--- src/rtl/vtp_pkg.sv ---
package vtp_pkg;

    typedef enum logic [1:0] {
        S_HUNT,
        S_FF,
        S_Z1,
        S_Z2
    } seek_t;

    localparam logic [7:0] PRE_ONES  = 8'hFF;
    localparam logic [7:0] PRE_ZEROS = 8'h00;
    localparam int         HDR_LEN   = 4;

    function automatic logic [3:0] prot_nib(input logic f, input logic v, input logic h);
        return {v ^ h, f ^ h, f ^ v, f ^ v ^ h};
    endfunction

endpackage

--- src/rtl/vtp_code_seek.sv ---
module vtp_code_seek
    import vtp_pkg::*;
(
    input  logic       clk,
    input  logic       rst_n,
    input  logic [7:0] din,
    output logic       code_stb,
    output logic       prot_stb,
    output logic       fbad_stb,
    output logic       code_f,
    output logic       code_v,
    output logic       code_h
);

    seek_t state, nxt;

    always_ff @(posedge clk) begin
        if (!rst_n) state <= S_HUNT;
        else        state <= nxt;
    end

    always_comb begin
        nxt = state;
        unique case (state)
            S_HUNT: nxt = (din == PRE_ONES) ? S_FF : S_HUNT;
            S_FF:   nxt = (din == PRE_ZEROS) ? S_Z1 : ((din == PRE_ONES) ? S_FF : S_HUNT);
            S_Z1:   nxt = (din == PRE_ZEROS) ? S_Z2 : ((din == PRE_ONES) ? S_FF : S_HUNT);
            S_Z2:   nxt = (din == PRE_ONES) ? S_FF : S_HUNT;
        endcase
    end

    always_ff @(posedge clk) begin
        if (!rst_n) begin
            code_stb <= 1'b0;
            prot_stb <= 1'b0;
            fbad_stb <= 1'b0;
            code_f   <= 1'b0;
            code_v   <= 1'b0;
            code_h   <= 1'b0;
        end else begin
            code_stb <= 1'b0;
            prot_stb <= 1'b0;
            fbad_stb <= 1'b0;
            if (state == S_Z2) begin
                if (din[7]) begin
                    code_stb <= 1'b1;
                    code_f   <= din[6];
                    code_v   <= din[5];
                    code_h   <= din[4];
                    prot_stb <= (din[3:0] != prot_nib(din[6], din[5], din[4]));
                end else begin
                    fbad_stb <= 1'b1;
                end
            end
        end
    end

endmodule

--- src/rtl/vtp_line_meter.sv ---
module vtp_line_meter
    import vtp_pkg::*;
#(
    parameter int CLK_W = 12
) (
    input  logic             clk,
    input  logic             rst_n,
    input  logic             code_stb,
    input  logic             code_h,
    input  logic [CLK_W-1:0] exp_line_clks,
    input  logic [CLK_W-1:0] exp_act_clks,
    output logic [CLK_W-1:0] line_clks,
    output logic [CLK_W-1:0] act_clks,
    output logic             line_bad,
    output logic             act_bad
);

    localparam logic [CLK_W-1:0] CMAX = {CLK_W{1'b1}};
    localparam logic [CLK_W-1:0] HDR  = CLK_W'(HDR_LEN);

    logic [CLK_W-1:0] line_cnt, act_cnt, act_val;
    logic             have_prev, sav_seen;
    logic             eav, sav;

    assign eav     = code_stb & code_h;
    assign sav     = code_stb & ~code_h;
    assign act_val = (act_cnt >= HDR) ? (act_cnt - HDR) : '0;

    always_ff @(posedge clk) begin
        if (!rst_n) begin
            line_cnt  <= '0;
            act_cnt   <= '0;
            have_prev <= 1'b0;
            sav_seen  <= 1'b0;
            line_clks <= '0;
            act_clks  <= '0;
            line_bad  <= 1'b0;
            act_bad   <= 1'b0;
        end else begin
            line_cnt <= eav ? CLK_W'(1) : ((line_cnt == CMAX) ? CMAX : line_cnt + CLK_W'(1));
            act_cnt  <= sav ? CLK_W'(1) : ((act_cnt == CMAX) ? CMAX : act_cnt + CLK_W'(1));
            line_bad <= 1'b0;
            act_bad  <= 1'b0;
            if (eav) begin
                have_prev <= 1'b1;
                sav_seen  <= 1'b0;
                if (have_prev) begin
                    line_clks <= line_cnt;
                    line_bad  <= (line_cnt != exp_line_clks);
                end
                if (sav_seen) begin
                    act_clks <= act_val;
                    act_bad  <= (act_val != exp_act_clks);
                end
            end
            if (sav) sav_seen <= 1'b1;
        end
    end

endmodule

--- src/rtl/vtp_frame_meter.sv ---
module vtp_frame_meter #(
    parameter int LINE_W = 10
) (
    input  logic              clk,
    input  logic              rst_n,
    input  logic              code_stb,
    input  logic              code_v,
    input  logic              code_h,
    output logic              frame_stb,
    output logic [LINE_W-1:0] act_lines,
    output logic [LINE_W-1:0] blank_lines
);

    localparam logic [LINE_W-1:0] LMAX = {LINE_W{1'b1}};

    logic [LINE_W-1:0] act_cnt, blank_cnt;
    logic              prev_v;

    always_ff @(posedge clk) begin
        if (!rst_n) begin
            act_cnt     <= '0;
            blank_cnt   <= '0;
            prev_v      <= 1'b0;
            frame_stb   <= 1'b0;
            act_lines   <= '0;
            blank_lines <= '0;
        end else begin
            frame_stb <= 1'b0;
            if (code_stb) begin
                prev_v <= code_v;
                if (!code_v && prev_v) begin
                    act_lines   <= act_cnt;
                    blank_lines <= blank_cnt;
                    frame_stb   <= 1'b1;
                    act_cnt     <= code_h ? LINE_W'(1) : '0;
                    blank_cnt   <= '0;
                end else if (code_h) begin
                    if (code_v) blank_cnt <= (blank_cnt == LMAX) ? LMAX : blank_cnt + LINE_W'(1);
                    else        act_cnt   <= (act_cnt == LMAX) ? LMAX : act_cnt + LINE_W'(1);
                end
            end
        end
    end

endmodule

--- src/rtl/vid_timing_probe.sv ---
module vid_timing_probe #(
    parameter int CLK_W  = 12,
    parameter int LINE_W = 10
) (
    input  logic              clk,
    input  logic              rst_n,
    input  logic [7:0]        din,
    input  logic              err_clr,
    input  logic [CLK_W-1:0]  exp_line_clks,
    input  logic [CLK_W-1:0]  exp_act_clks,
    output logic              code_stb,
    output logic              code_f,
    output logic              code_v,
    output logic              code_h,
    output logic              frame_stb,
    output logic [CLK_W-1:0]  line_clks,
    output logic [CLK_W-1:0]  act_clks,
    output logic [LINE_W-1:0] act_lines,
    output logic [LINE_W-1:0] blank_lines,
    output logic              err_prot,
    output logic              err_frame,
    output logic              err_line,
    output logic              err_act
);

    logic prot_stb, fbad_stb, line_bad, act_bad;

    vtp_code_seek u_seek (
        .clk      (clk),
        .rst_n    (rst_n),
        .din      (din),
        .code_stb (code_stb),
        .prot_stb (prot_stb),
        .fbad_stb (fbad_stb),
        .code_f   (code_f),
        .code_v   (code_v),
        .code_h   (code_h)
    );

    vtp_line_meter #(.CLK_W(CLK_W)) u_line (
        .clk           (clk),
        .rst_n         (rst_n),
        .code_stb      (code_stb),
        .code_h        (code_h),
        .exp_line_clks (exp_line_clks),
        .exp_act_clks  (exp_act_clks),
        .line_clks     (line_clks),
        .act_clks      (act_clks),
        .line_bad      (line_bad),
        .act_bad       (act_bad)
    );

    vtp_frame_meter #(.LINE_W(LINE_W)) u_frame (
        .clk         (clk),
        .rst_n       (rst_n),
        .code_stb    (code_stb),
        .code_v      (code_v),
        .code_h      (code_h),
        .frame_stb   (frame_stb),
        .act_lines   (act_lines),
        .blank_lines (blank_lines)
    );

    // sticky error bits: a new error wins over a clear in the same cycle
    always_ff @(posedge clk) begin
        if (!rst_n) begin
            err_prot  <= 1'b0;
            err_frame <= 1'b0;
            err_line  <= 1'b0;
            err_act   <= 1'b0;
        end else begin
            err_prot  <= (err_prot  & ~err_clr) | prot_stb;
            err_frame <= (err_frame & ~err_clr) | fbad_stb;
            err_line  <= (err_line  & ~err_clr) | line_bad;
            err_act   <= (err_act   & ~err_clr) | act_bad;
        end
    end

endmodule

--- config.mk ---
export PLATFORM = sky130hd
export DESIGN_NAME = vid_timing_probe
export DESIGN_NICKNAME = d
export VERILOG_FILES = /design/src/rtl/vtp_pkg.sv /design/src/rtl/vtp_code_seek.sv /design/src/rtl/vtp_line_meter.sv /design/src/rtl/vtp_frame_meter.sv /design/src/rtl/vid_timing_probe.sv
export SDC_FILE = /design/constraint.sdc
export NUM_CORES = 1
export LEC_CHECK = 0
export ABC_AREA = 1
export BUFFER_PORTS_ARGS = -buffer_cell sky130_fd_sc_hd__buf_2
export CORE_ASPECT_RATIO = 1.75
export CORE_UTILIZATION = 49
export DETAILED_ROUTE_END_ITERATION = 8
export PLACE_DENSITY = 0.71
export SLEW_MARGIN = 20
export SYNTH_ARGS = -nofsm -noshare
export SYNTH_HDL_FRONTEND = slang
export SYNTH_SLANG_ARGS = --single-unit
export TNS_END_PERCENT = 1
--- constraint.sdc ---
create_clock -name clk -period 4.5 [get_ports clk]
set_input_delay 0.225 -clock clk [delete_from_list [all_inputs] [get_ports clk]]
set_output_delay 0.225 -clock clk [all_outputs]
set_load 0.05 [all_outputs]
==> results of run 1 <==
## sequential cells by signal, summed over array words and instances, names as in the netlist, 2 cells and up
name and cells:
u_seek.state 2, u_line.line_clks 12, u_frame.blank_lines 10, u_frame.act_cnt 10, u_line.act_cnt 12, u_line.line_cnt 12
u_line.act_clks 12, u_frame.act_lines 10, u_frame.blank_cnt 10
## worst max-delay path by stage
stage / start / endpoint / slack [ns] / cells after the start
6_report: u_frame.prev_v$_SDFFE_PN0P_ / u_frame.act_cnt[8]$_SDFFE_PN0P_ / 2.25 / 9
5_1_grt: u_frame.prev_v$_SDFFE_PN0P_ / u_frame.act_cnt[3]$_SDFFE_PN0P_ / 1.94 / 9
4_1_cts: u_frame.prev_v$_SDFFE_PN0P_ / u_frame.act_cnt[8]$_SDFFE_PN0P_ / 2.26 / 9
3_5_place_dp: u_frame.prev_v$_SDFFE_PN0P_ / u_frame.act_cnt[8]$_SDFFE_PN0P_ / 2.29 / 9
3_3_place_gp: u_frame.prev_v$_SDFFE_PN0P_ / u_frame.act_cnt[8]$_SDFFE_PN0P_ / 2.36 / 9
2_1_floorplan: u_seek.code_stb$_SDFF_PN0_ / u_line.act_clks[10]$_SDFFE_PN0P_ / 2.74 / 6
## logic make-up (layout without fill, tap and decap cells)
kind of cell | Yosys count | in the layout | share of synthesized area [%]
buffers and inverters | 112 | 186 | 8.63
AOI/OAI and AO/OA | 133 | 133 | 13.1
DFF | 106 | 106 | 40.3
adders and majority gates | 13 | 13 | 3.09
and+or+nand+nor | 327 | 327 | 28.1
xor gates and xnor gates | 40 | 40 | 6.66
## area by class of cell
class / count / area [µm²] / area share (%)
Clock buffer: 9 / 225 / 3.74
Clock inverter: 6 / 73.8 / 1.22
Inverter: 80 / 300 / 4.98
Multi-Input combinational cell: 513 / 2680 / 44.5
Sequential cell: 106 / 2120 / 35.2
Tap cell: 127 / 159 / 2.64
Timing Repair Buffer: 91 / 465 / 7.72
## cells in the final DEF, fill, tap and decap left out, drive strengths merged
cell type,synthesis,layout
xnor2,8,8
nor3,7,7
nand2,169,169
nand4,13,13
dfxtp,106,106
nand3,72,72
bufinv,0,1
nor2,55,55
clkbuf,23,9
xor2,32,32
a31o,1,1
o22ai,1,1
buf,9,91
a21boi,1,1
a21oi,86,86
ha,13,13
a31oi,1,1
nor4,7,7
nand3b,4,4
inv,80,83
o21ai,37,37
o21a,1,1
o31ai,1,1
a211oi,3,3
clkinv,0,2
o311ai,1,1
## worst max-delay path, delay by kind of cell, from the launching register on
kind / cells / cell delay (ns)
simple gates: 3 / 0.84
buf+inv: 3 / 0.49
compound gates: 3 / 0.50
flops: 1 / 0.35
## where the power goes
part / leakage [nW] / internal [W] / total (W) / switching (W)
clock: 0.147 / 0.000437 / 0.000799 / 0.000362
combinational: 1.64 / 0.0000427 / 0.000115 / 0.0000720
sequential: 0.855 / 0.000942 / 0.000950 / 0.00000790
## per-layer routing
metal / GRT usage, % / share of wire, % / vias to the layer above / wire, µm
met1: 24.2 / 37 / 2281 / 4780
met3: 3.16 / 3.5 / 38 / 445
met4: 13.3 / 4.3 / 0 / 551
met2: 45.1 / 55 / 148 / 7020
li1: - / - / 2523 / -
met5: 0 / 0 / - / 0
## through the flow
step / power [W] / cell area, µm² / setup WS [ns] / util, % / cells
6_report: 0.00186 / 6030 / 2.25 / 58.2 / 932
5_1_grt: 0.00193 / 6030 / 1.94 / 58.2 / 932
3_3_place_gp: 0.00108 / 5730 / 2.36 / 55.3 / 917
2_1_floorplan: 0.00105 / 5260 / 2.74 / - / 731
4_1_cts: 0.00188 / 6030 / 2.26 / 58.2 / 932
3_5_place_dp: 0.00109 / 5730 / 2.29 / 55.3 / 917
==> impl_metrics.env, run 1 <==
export IMPL_routed_via_density=5.35
export IMPL_clock_sinks=106
export IMPL_synth_area_leaders="dfxtp_1 (40%), nand2_1 (12%), a21oi_1 (8.2%), nand3_1 (6.7%), inv_1 (5.4%)"
export IMPL_worst_setup_path_end_kind="flip-flop"
export IMPL_die_height_um=139
export IMPL_post_cts_resized=0
export IMPL_drt_wl_total_mm=12.8
export IMPL_r2r_cells=9
export IMPL_clock_latency_ns=0.35
export IMPL_ys_flop_type="dfxtp_1"
export IMPL_start_util_pct=50.8
export IMPL_synth_edf_count=0
export IMPL_synth_top_area_cell="dfxtp_1"
export IMPL_max_slew_margin_pct=45.7
export IMPL_overflow=0
export IMPL_fp_row_count=49
export IMPL_tns_ns=0
export IMPL_status="complete, no violations"
export IMPL_track_usage_pct=23.9
export IMPL_area_growth_syn_to_layout_pct=14.6
export IMPL_ir_drop_mv=0.209
export IMPL_r2r_end="u_frame.act_cnt[8]$_SDFFE_PN0P_"
export IMPL_fin_skew_ns=0.0109
export IMPL_path_cells="inv_1, nor2_1, buf_4, nand2_1, o21ai_0, inv_1, nor2_2, o31ai_1, a21oi_1"
export IMPL_cts_root_buf="clkbuf_16"
export IMPL_fillers=975
export IMPL_post_route_period_util_pct=50.1
export IMPL_grt_max_degree=35
export IMPL_vias=4990
export IMPL_drive_gt1_share_pct=16.4
export IMPL_setup_viol=0
export IMPL_worst_path_largest_cell_delay_ns=0.42
export IMPL_r2r_start="u_frame.prev_v$_SDFFE_PN0P_"
export IMPL_timing_reg2reg_setup_slack_ns=2.25
export IMPL_yosys_cell_count_top_type="nand2_1"
export IMPL_cts_path_max_buffers=2
export IMPL_antennaDiodeCount=0
export IMPL_grt_pass1_vias=4631
export IMPL_fmax_mhz=444
export IMPL_cts_max_level=3
export IMPL_hold_start="din[7]"
export IMPL_synth_cells=731
export IMPL_cts_hold_buf=0
export IMPL_portBuffers=87
export IMPL_holdPathEnd="u_seek.fbad_stb$_SDFF_PN0_"
export IMPL_dieArea_um2=11200
export IMPL_worstPathMaxFanout=22
export IMPL_slew_viol_final=0
export IMPL_powerDensity_nw_per_um2=309
export IMPL_grt_first_pass_wirelength_mm=20.9
export IMPL_final_hold_viol_count=0
export IMPL_wl_per_cell_um=13.7
export IMPL_min_period_ns=2.25
export IMPL_syn_nets=779
export IMPL_min_path_cells=2
export IMPL_coreArea_um2=10400
export IMPL_antenna_found_initial=0
export IMPL_dp_hpwl_mm=9.68
export IMPL_path_common_cell="inv_1"
export IMPL_worstSetupStartpointType="flip-flop"
export IMPL_cts_buffers=9
export IMPL_path_class="flip-flop to flip-flop"
export IMPL_syn_area_um2=5260
export IMPL_cts_setup_buffers=0
export IMPL_p_leak_nw=2.64
export IMPL_synthArstFlopShare_pct=0
export IMPL_maxCapViolations=0
export IMPL_rsz0062_at_grt="no"
export IMPL_dr_pass1_iters=5
export IMPL_yosysTopAreaCellShare_pct=40.3
export IMPL_pin_count=88
export IMPL_die_w_um=80.3
export IMPL_synthDistinctLibCells=35
export IMPL_final_nets=849
export IMPL_cp_required_ns=4.79
export IMPL_worst_ep_arrival_time_ns=2.54
export IMPL_hold_ws_ns=0.0896
export IMPL_yosysWarnings=0
export IMPL_hp_class="input pin to flip-flop"
export IMPL_clkTransAtPathRegs_ns=0.08
export IMPL_synthTopCellsByCount="nand2_1 (165), dfxtp_1 (106), a21oi_1 (86)"
export IMPL_crit_slowest_cell="nand2_1"
export IMPL_avgSynthCellArea_um2=7.20
export IMPL_ant_nets=0
export IMPL_ys_ff_latch=106
export IMPL_drc=0
export IMPL_drt_initial_drc_count=281
export IMPL_cts_tree="done"
export IMPL_worst_pin_slew_ns=0.814
export IMPL_place_gp_congestion=0.890
export IMPL_yosysSeqAreaShare_pct=40.3
Note: power is estimated with default switching activity, not from simulation.
==> run 2: changes to the inputs <==
--- a/config.mk
+++ b/config.mk
@@ -10,7 +10,7 @@
 export CORE_ASPECT_RATIO = 1.75
 export CORE_UTILIZATION = 49
 export DETAILED_ROUTE_END_ITERATION = 8
-export PLACE_DENSITY = 0.71
+export PLACE_DENSITY = 0.74
 export SLEW_MARGIN = 20
 export SYNTH_ARGS = -nofsm -noshare
 export SYNTH_HDL_FRONTEND = slang
==> constraint.sdc (replaced) <==
create_clock -name clk -period 2.05 [get_ports clk]
set_input_delay 0.1025 -clock clk [delete_from_list [all_inputs] [get_ports clk]]
set_output_delay 0.1025 -clock clk [all_outputs]
set_load 0.05 [all_outputs]
==> impl_metrics.env, run 2 (same netlist as run 1, synthesis figures left out) <==
export IMPL_ir_drop_mv=0.569
export IMPL_worstSetupStartpointType="flip-flop"
export IMPL_final_common_cell="nand2_1"
export IMPL_cts_path_max_buffers=2
export IMPL_post_route_util_pct=58.9
export IMPL_final_hold_viol_count=0
export IMPL_wl_per_cell_um=13.4
export IMPL_final_cell_mix="nand2_1 (165), dfxtp_1 (105), buf_2 (87)"
export IMPL_portBuffers=87
export IMPL_track_usage_pct=23.5
export IMPL_fin_skew_ns=0.00866
export IMPL_antenna_found_initial=0
export IMPL_cts_max_level=3
export IMPL_post_route_cell_area_um2=6110
export IMPL_maxCapViolations=0
export IMPL_vias=4919
export IMPL_cts_buffers=9
export IMPL_status="complete, no violations"
export IMPL_drc=0
export IMPL_drive_gt1_share_pct=17.1
export IMPL_p_leak_nw=2.67
export IMPL_coreArea_um2=10400
export IMPL_drt_wl_total_mm=12.6
export IMPL_cts_tree="done"
export IMPL_grt_first_pass_wirelength_mm=20.8
export IMPL_clkTransAtPathRegs_ns=0.07
export IMPL_setup_viol=0
export IMPL_max_slew_margin_pct=69.0
export IMPL_place_area_um2=5780
export IMPL_min_period_ns=1.87
export IMPL_dr_pass1_iters=6
export IMPL_slew_viol_final=0
export IMPL_clock_sinks=106
export IMPL_cp_required_ns=2.31
export IMPL_cts_root_buf="clkbuf_16"
export IMPL_worst_pin_slew_ns=0.465
export IMPL_grt_max_degree=59
export IMPL_setup_slack_ns=0.184
export IMPL_antennaDiodeCount=0
export IMPL_clock_latency_ns=0.35
export IMPL_dieArea_um2=11200
export IMPL_start_util_pct=50.8
export IMPL_worst_setup_path_end_kind="flip-flop"
export IMPL_worstPathMaxFanout=24
export IMPL_fillers=969
export IMPL_routed_via_density=5.24
export IMPL_place_gp_congestion=0.865
export IMPL_pin_count=88
export IMPL_powerDensity_nw_per_um2=672
export IMPL_area_growth_syn_to_layout_pct=16.1
export IMPL_drt_initial_drc_count=198
export IMPL_post_place_ws_ns=0.110
export IMPL_path_class="flip-flop to flip-flop"
export IMPL_ant_nets=0
export IMPL_overflow=0
export IMPL_dp_hpwl_mm=9.34
export IMPL_tns_ns=0
export IMPL_die_height_um=139
export IMPL_fp_row_count=49
export IMPL_fmax_mhz=536
export IMPL_post_route_period_util_pct=91.0
export IMPL_cts_setup_buffers=0
export IMPL_hp_class="input pin to flip-flop"
export IMPL_die_w_um=80.3
export IMPL_grt_pass1_vias=4704
export IMPL_worst_ep_arrival_time_ns=2.12
export IMPL_final_nets=855
-- run 2: worst max-delay path: stages (launching register included) --
cell and delay, ns:
dfxtp_1 0.42, inv_1 0.14, ha_1 0.30, nand3_2 0.12, inv_2 0.06, nand2_8 0.14, nand3_1 0.11, nand2_1 0.07
nand2_1 0.04, nor2_1 0.14, nand3_1 0.08, nor2_1 0.09, nor2_1 0.04
-- run 2: through the flow --
stage / std cells / total power (W) / hold WS, ns
after CTS: 939 / 0.00413 / 0.0653
after detailed placement: 922 / 0.00239 / 0.316
final: 939 / 0.00410 / 0.0716
after global routing: 939 / 0.00425 / 0.0662
after floorplan: 731 / 0.00230 / 0.174
after global placement: 922 / 0.00238 / 0.318
-- run 2: final cells by class --
type | instances | area [µm²] | share of cell area (%)
Multi-Input combinational cell | 513 | 2690 | 44.1
Sequential cell | 106 | 2120 | 34.8
Timing Repair Buffer | 97 | 526 | 8.61
Inverter | 80 | 300 | 4.92
Clock buffer | 10 | 239 | 3.91
Tap cell | 127 | 159 | 2.60
Clock inverter | 6 | 66.3 | 1.09
-- run 2: timing repair --
item / CTS / global route
hold buffers: 1 / 0
hold endpoints to repair: 1 / 0
endpoints found under the setup margin: 0 / 1
resized for setup: 0 / 2
-- run 2: path summary, 6_finish.rpt --
check	from	to	slack [ns]	cells past startpoint
max reg2reg	u_line.act_cnt[2]$_SDFF_PP0_	u_line.act_bad$_SDFF_PN0_	0.18	12
min	din[3]	u_seek.state[0]$_SDFF_PN0_	0.07	3
min reg2reg	u_seek.fbad_stb$_SDFF_PN0_	err_frame$_SDFF_PN0_	0.44	2
max	u_line.act_cnt[2]$_SDFF_PP0_	u_line.act_bad$_SDFF_PN0_	0.18	12
-- run 2: power breakdown --
part           total, W  switching, W  leakage [nW]  internal, W
Clock           0.00175      0.000774         0.141     0.000980
Combinational  0.000265      0.000163          1.68     0.000102
Sequential      0.00209     0.0000176         0.855      0.00207
-- run 2: routing by layer --
layer	track usage [%]	share of wire (%)
met1	25.1	39
met2	43.9	55
met3	5.00	3.6
met4	8.18	1.8
met5	0	0
==> run 3: changes to the inputs <==
--- a/config.mk
+++ b/config.mk
@@ -14,5 +14,6 @@
 export SLEW_MARGIN = 20
 export SYNTH_ARGS = -nofsm -noshare
 export SYNTH_HDL_FRONTEND = slang
+export SYNTH_HIERARCHICAL = 1
 export SYNTH_SLANG_ARGS = --single-unit
 export TNS_END_PERCENT = 1
==> impl_metrics.env, run 3 <==
export IMPL_status="complete, no violations"
export IMPL_powerDensity_nw_per_um2=675
export IMPL_yosys_cell_count_top_type="nand2_1"
export IMPL_drc=0
export IMPL_yosysWarnings=6
export IMPL_final_common_cell="nand2_1"
export IMPL_cts_root_buf="clkbuf_16"
export IMPL_cts_buffers=9
export IMPL_clock_sinks=106
export IMPL_worst_setup_path_end_kind="flip-flop"
export IMPL_synth_fa_ha_area_share_pct=3.05
export IMPL_maxCapViolations=0
export IMPL_clock_latency_ns=0.34
export IMPL_synth_cells=752
export IMPL_ys_ff_latch=106
export IMPL_antenna_found_initial=0
export IMPL_post_route_util_pct=59.1
export IMPL_cts_path_max_buffers=2
export IMPL_final_cell_mix="nand2_1 (162), dfxtp_1 (105), buf_2 (87)"
export IMPL_area_growth_syn_to_layout_pct=17.7
export IMPL_crit_slowest_cell="dfxtp_1"
export IMPL_synthTopCellsByCount="nand2_1 (162), dfxtp_1 (106), inv_1 (84), nor2_1 (84), a21oi_1 (62)"
export IMPL_place_gp_congestion=0.882
export IMPL_synth_top_area_cell="dfxtp_1"
export IMPL_yosysSeqAreaShare_pct=39.7
export IMPL_path_class="flip-flop to flip-flop"
export IMPL_track_usage_pct=22.6
export IMPL_p_leak_nw=2.98
export IMPL_fin_skew_ns=0.00744
export IMPL_worstSetupStartpointType="flip-flop"
export IMPL_path_delay_family="simple AND/OR/NAND/NOR gates"
export IMPL_synth_area_leaders="dfxtp_1 (40%), nand2_1 (11%), inv_1 (5.9%), nor2_1 (5.9%), a21oi_1 (5.8%)"
export IMPL_cp_required_ns=2.29
export IMPL_yosysTopAreaCellShare_pct=39.7
export IMPL_ir_drop_mv=0.489
export IMPL_grt_max_degree=39
export IMPL_synth_xor_area_share_pct=4.92
export IMPL_regArea_um2=2120
export IMPL_path_common_cell="nor2_1"
export IMPL_drive_gt1_share_pct=18.3
export IMPL_dp_hpwl_mm=9.33
export IMPL_setup_slack_ns=0.186
export IMPL_worst_ep_arrival_time_ns=2.10
export IMPL_routed_via_density=5.06
export IMPL_final_nets=892
export IMPL_start_util_pct=50.2
export IMPL_grt_first_pass_wirelength_mm=20.2
export IMPL_antennaDiodeCount=0
export IMPL_setup_viol=0
export IMPL_syn_nets=800
export IMPL_cp_num_buf_inv=2
export IMPL_hp_class="input pin to flip-flop"
export IMPL_die_height_um=140
export IMPL_drt_initial_drc_count=181
export IMPL_fp_row_count=50
export IMPL_overflow=0
export IMPL_fillers=1015
export IMPL_pin_count=88
export IMPL_rsz0062_at_grt="no"
export IMPL_cts_setup_buffers=0
export IMPL_cts_max_level=3
export IMPL_multiInputGateArea_um2=2760
export IMPL_worst_path_largest_cell_delay_ns=0.38
export IMPL_syn_area_um2=5340
export IMPL_path_cells="inv_1, ha_1, inv_1, nor2_4, nand2_4, nor2_4, nand2_4, nand3_1, nand2_1, nand2_1, nor2_1, nand3_1, nor2_1, nor2_1"
export IMPL_ys_flop_type="dfxtp_1"
export IMPL_slew_viol_final=0
export IMPL_hold_ws_ns=0.0326
export IMPL_post_route_period_util_pct=90.9
export IMPL_clkTransAtPathRegs_ns=0.07
export IMPL_drt_wl_total_mm=12.2
export IMPL_post_place_ws_ns=0.0932
export IMPL_cts_tree="done"
export IMPL_max_slew_margin_pct=65.0
export IMPL_avgSynthCellArea_um2=7.10
export IMPL_ant_nets=0
export IMPL_fmax_mhz=537
export IMPL_vias=4954
export IMPL_wl_per_cell_um=12.5
export IMPL_dieArea_um2=11300
export IMPL_min_period_ns=1.86
export IMPL_dr_pass1_iters=7
export IMPL_synthMuxAreaShare_pct=0
export IMPL_worst_pin_slew_ns=0.524
export IMPL_synth_compound_area_share_pct=14.9
export IMPL_coreArea_um2=10600
export IMPL_worstPathMaxFanout=20
export IMPL_synth_top_family_by_area="simple AND/OR/NAND/NOR gates"
export IMPL_die_w_um=80.9
export IMPL_portBuffers=87
export IMPL_synthArstFlopShare_pct=0
export IMPL_tns_ns=0
export IMPL_synth_edf_count=0
export IMPL_synthSimpleGateAreaFrac_pct=28.6
export IMPL_synthDistinctLibCells=40
export IMPL_final_hold_viol_count=0
export IMPL_grt_pass1_vias=4633
run 3: cell types whose count changed after synthesis, moves of 5 or more:
cell      change
nor2_1       +38
clkbuf_1     -14
a21oi_1      -24
a21oi_2       +5
inv_1         +9
o21ai_1       +6
o21ai_0      +21
nand3_1      -25
xor2_1       -10
run 3: what timing repair did:
| action | in CTS | in global routing |
|---|---|---|
| hold buffers | 1 | 0 |
| setup endpoints to repair | 0 | 1 |
| resized for setup | 0 | 2 |
| endpoints found under the hold margin | 1 | 0 |
run 3: cell type report:
cell class / count / area share [%]
Multi-Input combinational cell: 532 / 43.9
Timing Repair Buffer: 101 / 8.84
Clock inverter: 7 / 1.73
Clock buffer: 9 / 3.58
Sequential cell: 106 / 33.8
Tap cell: 130 / 2.59
Inverter: 94 / 5.61
run 3: cell families (layout without fill, tap and decap cells):
group | after synthesis | count (layout)
flip-flops | 106 | 106
AO/OA/AOI/OAI | 148 | 148
AND/OR/NAND/NOR | 341 | 341
XOR/XNOR | 30 | 30
adder cells (fa/ha/maj) | 13 | 13
buffers and inverters | 114 | 211
run 3: through the flow:
stage / total power, W / instances / area, µm²
floorplan: 0.00229 / 752 / 5340
global placement: 0.00238 / 962 / 5930
detailed placement: 0.00239 / 962 / 5930
CTS: 0.00430 / 979 / 6280
global route: 0.00440 / 979 / 6280
finish: 0.00424 / 979 / 6280
run 3: path summary, 6_finish.rpt:
check	startpoint	end	slack, ns	cells after the start
min reg2reg	u_seek/prot_stb$_SDFF_PN0_	err_prot$_SDFF_PN0_	0.44	2
max	u_line/act_cnt[3]$_SDFF_PP0_	u_line/act_bad$_SDFF_PN0_	0.19	14
max reg2reg	u_line/act_cnt[3]$_SDFF_PP0_	u_line/act_bad$_SDFF_PN0_	0.19	14
min	err_clr	err_line$_SDFF_PN0_	0.03	4
run 3: tightest hold or removal path: stages:
cell and delay [ns]:
buf_2 0.08, inv_2 0.05, nand2_1 0.05, a21oi_1 0.05
run 3: layer usage:
metal  vias to the layer above  wire (µm)  track usage (%)  share of wire (%)
met1                      2231       4710             23.4                 38
met5                         -          0                0                  0
li1                       2596          -                -                  -
met4                         0        303             9.30                2.5
met3                        23        445             3.78                3.6
met2                       104       6790             42.9                 55
run 3: report_power, final:
| part | total (W) | switching [W] | internal, W |
|---|---|---|---|
| clock | 0.00190 | 0.000802 | 0.00110 |
| combinational | 0.000261 | 0.000159 | 0.000102 |
| sequential | 0.00208 | 0.0000144 | 0.00207 |
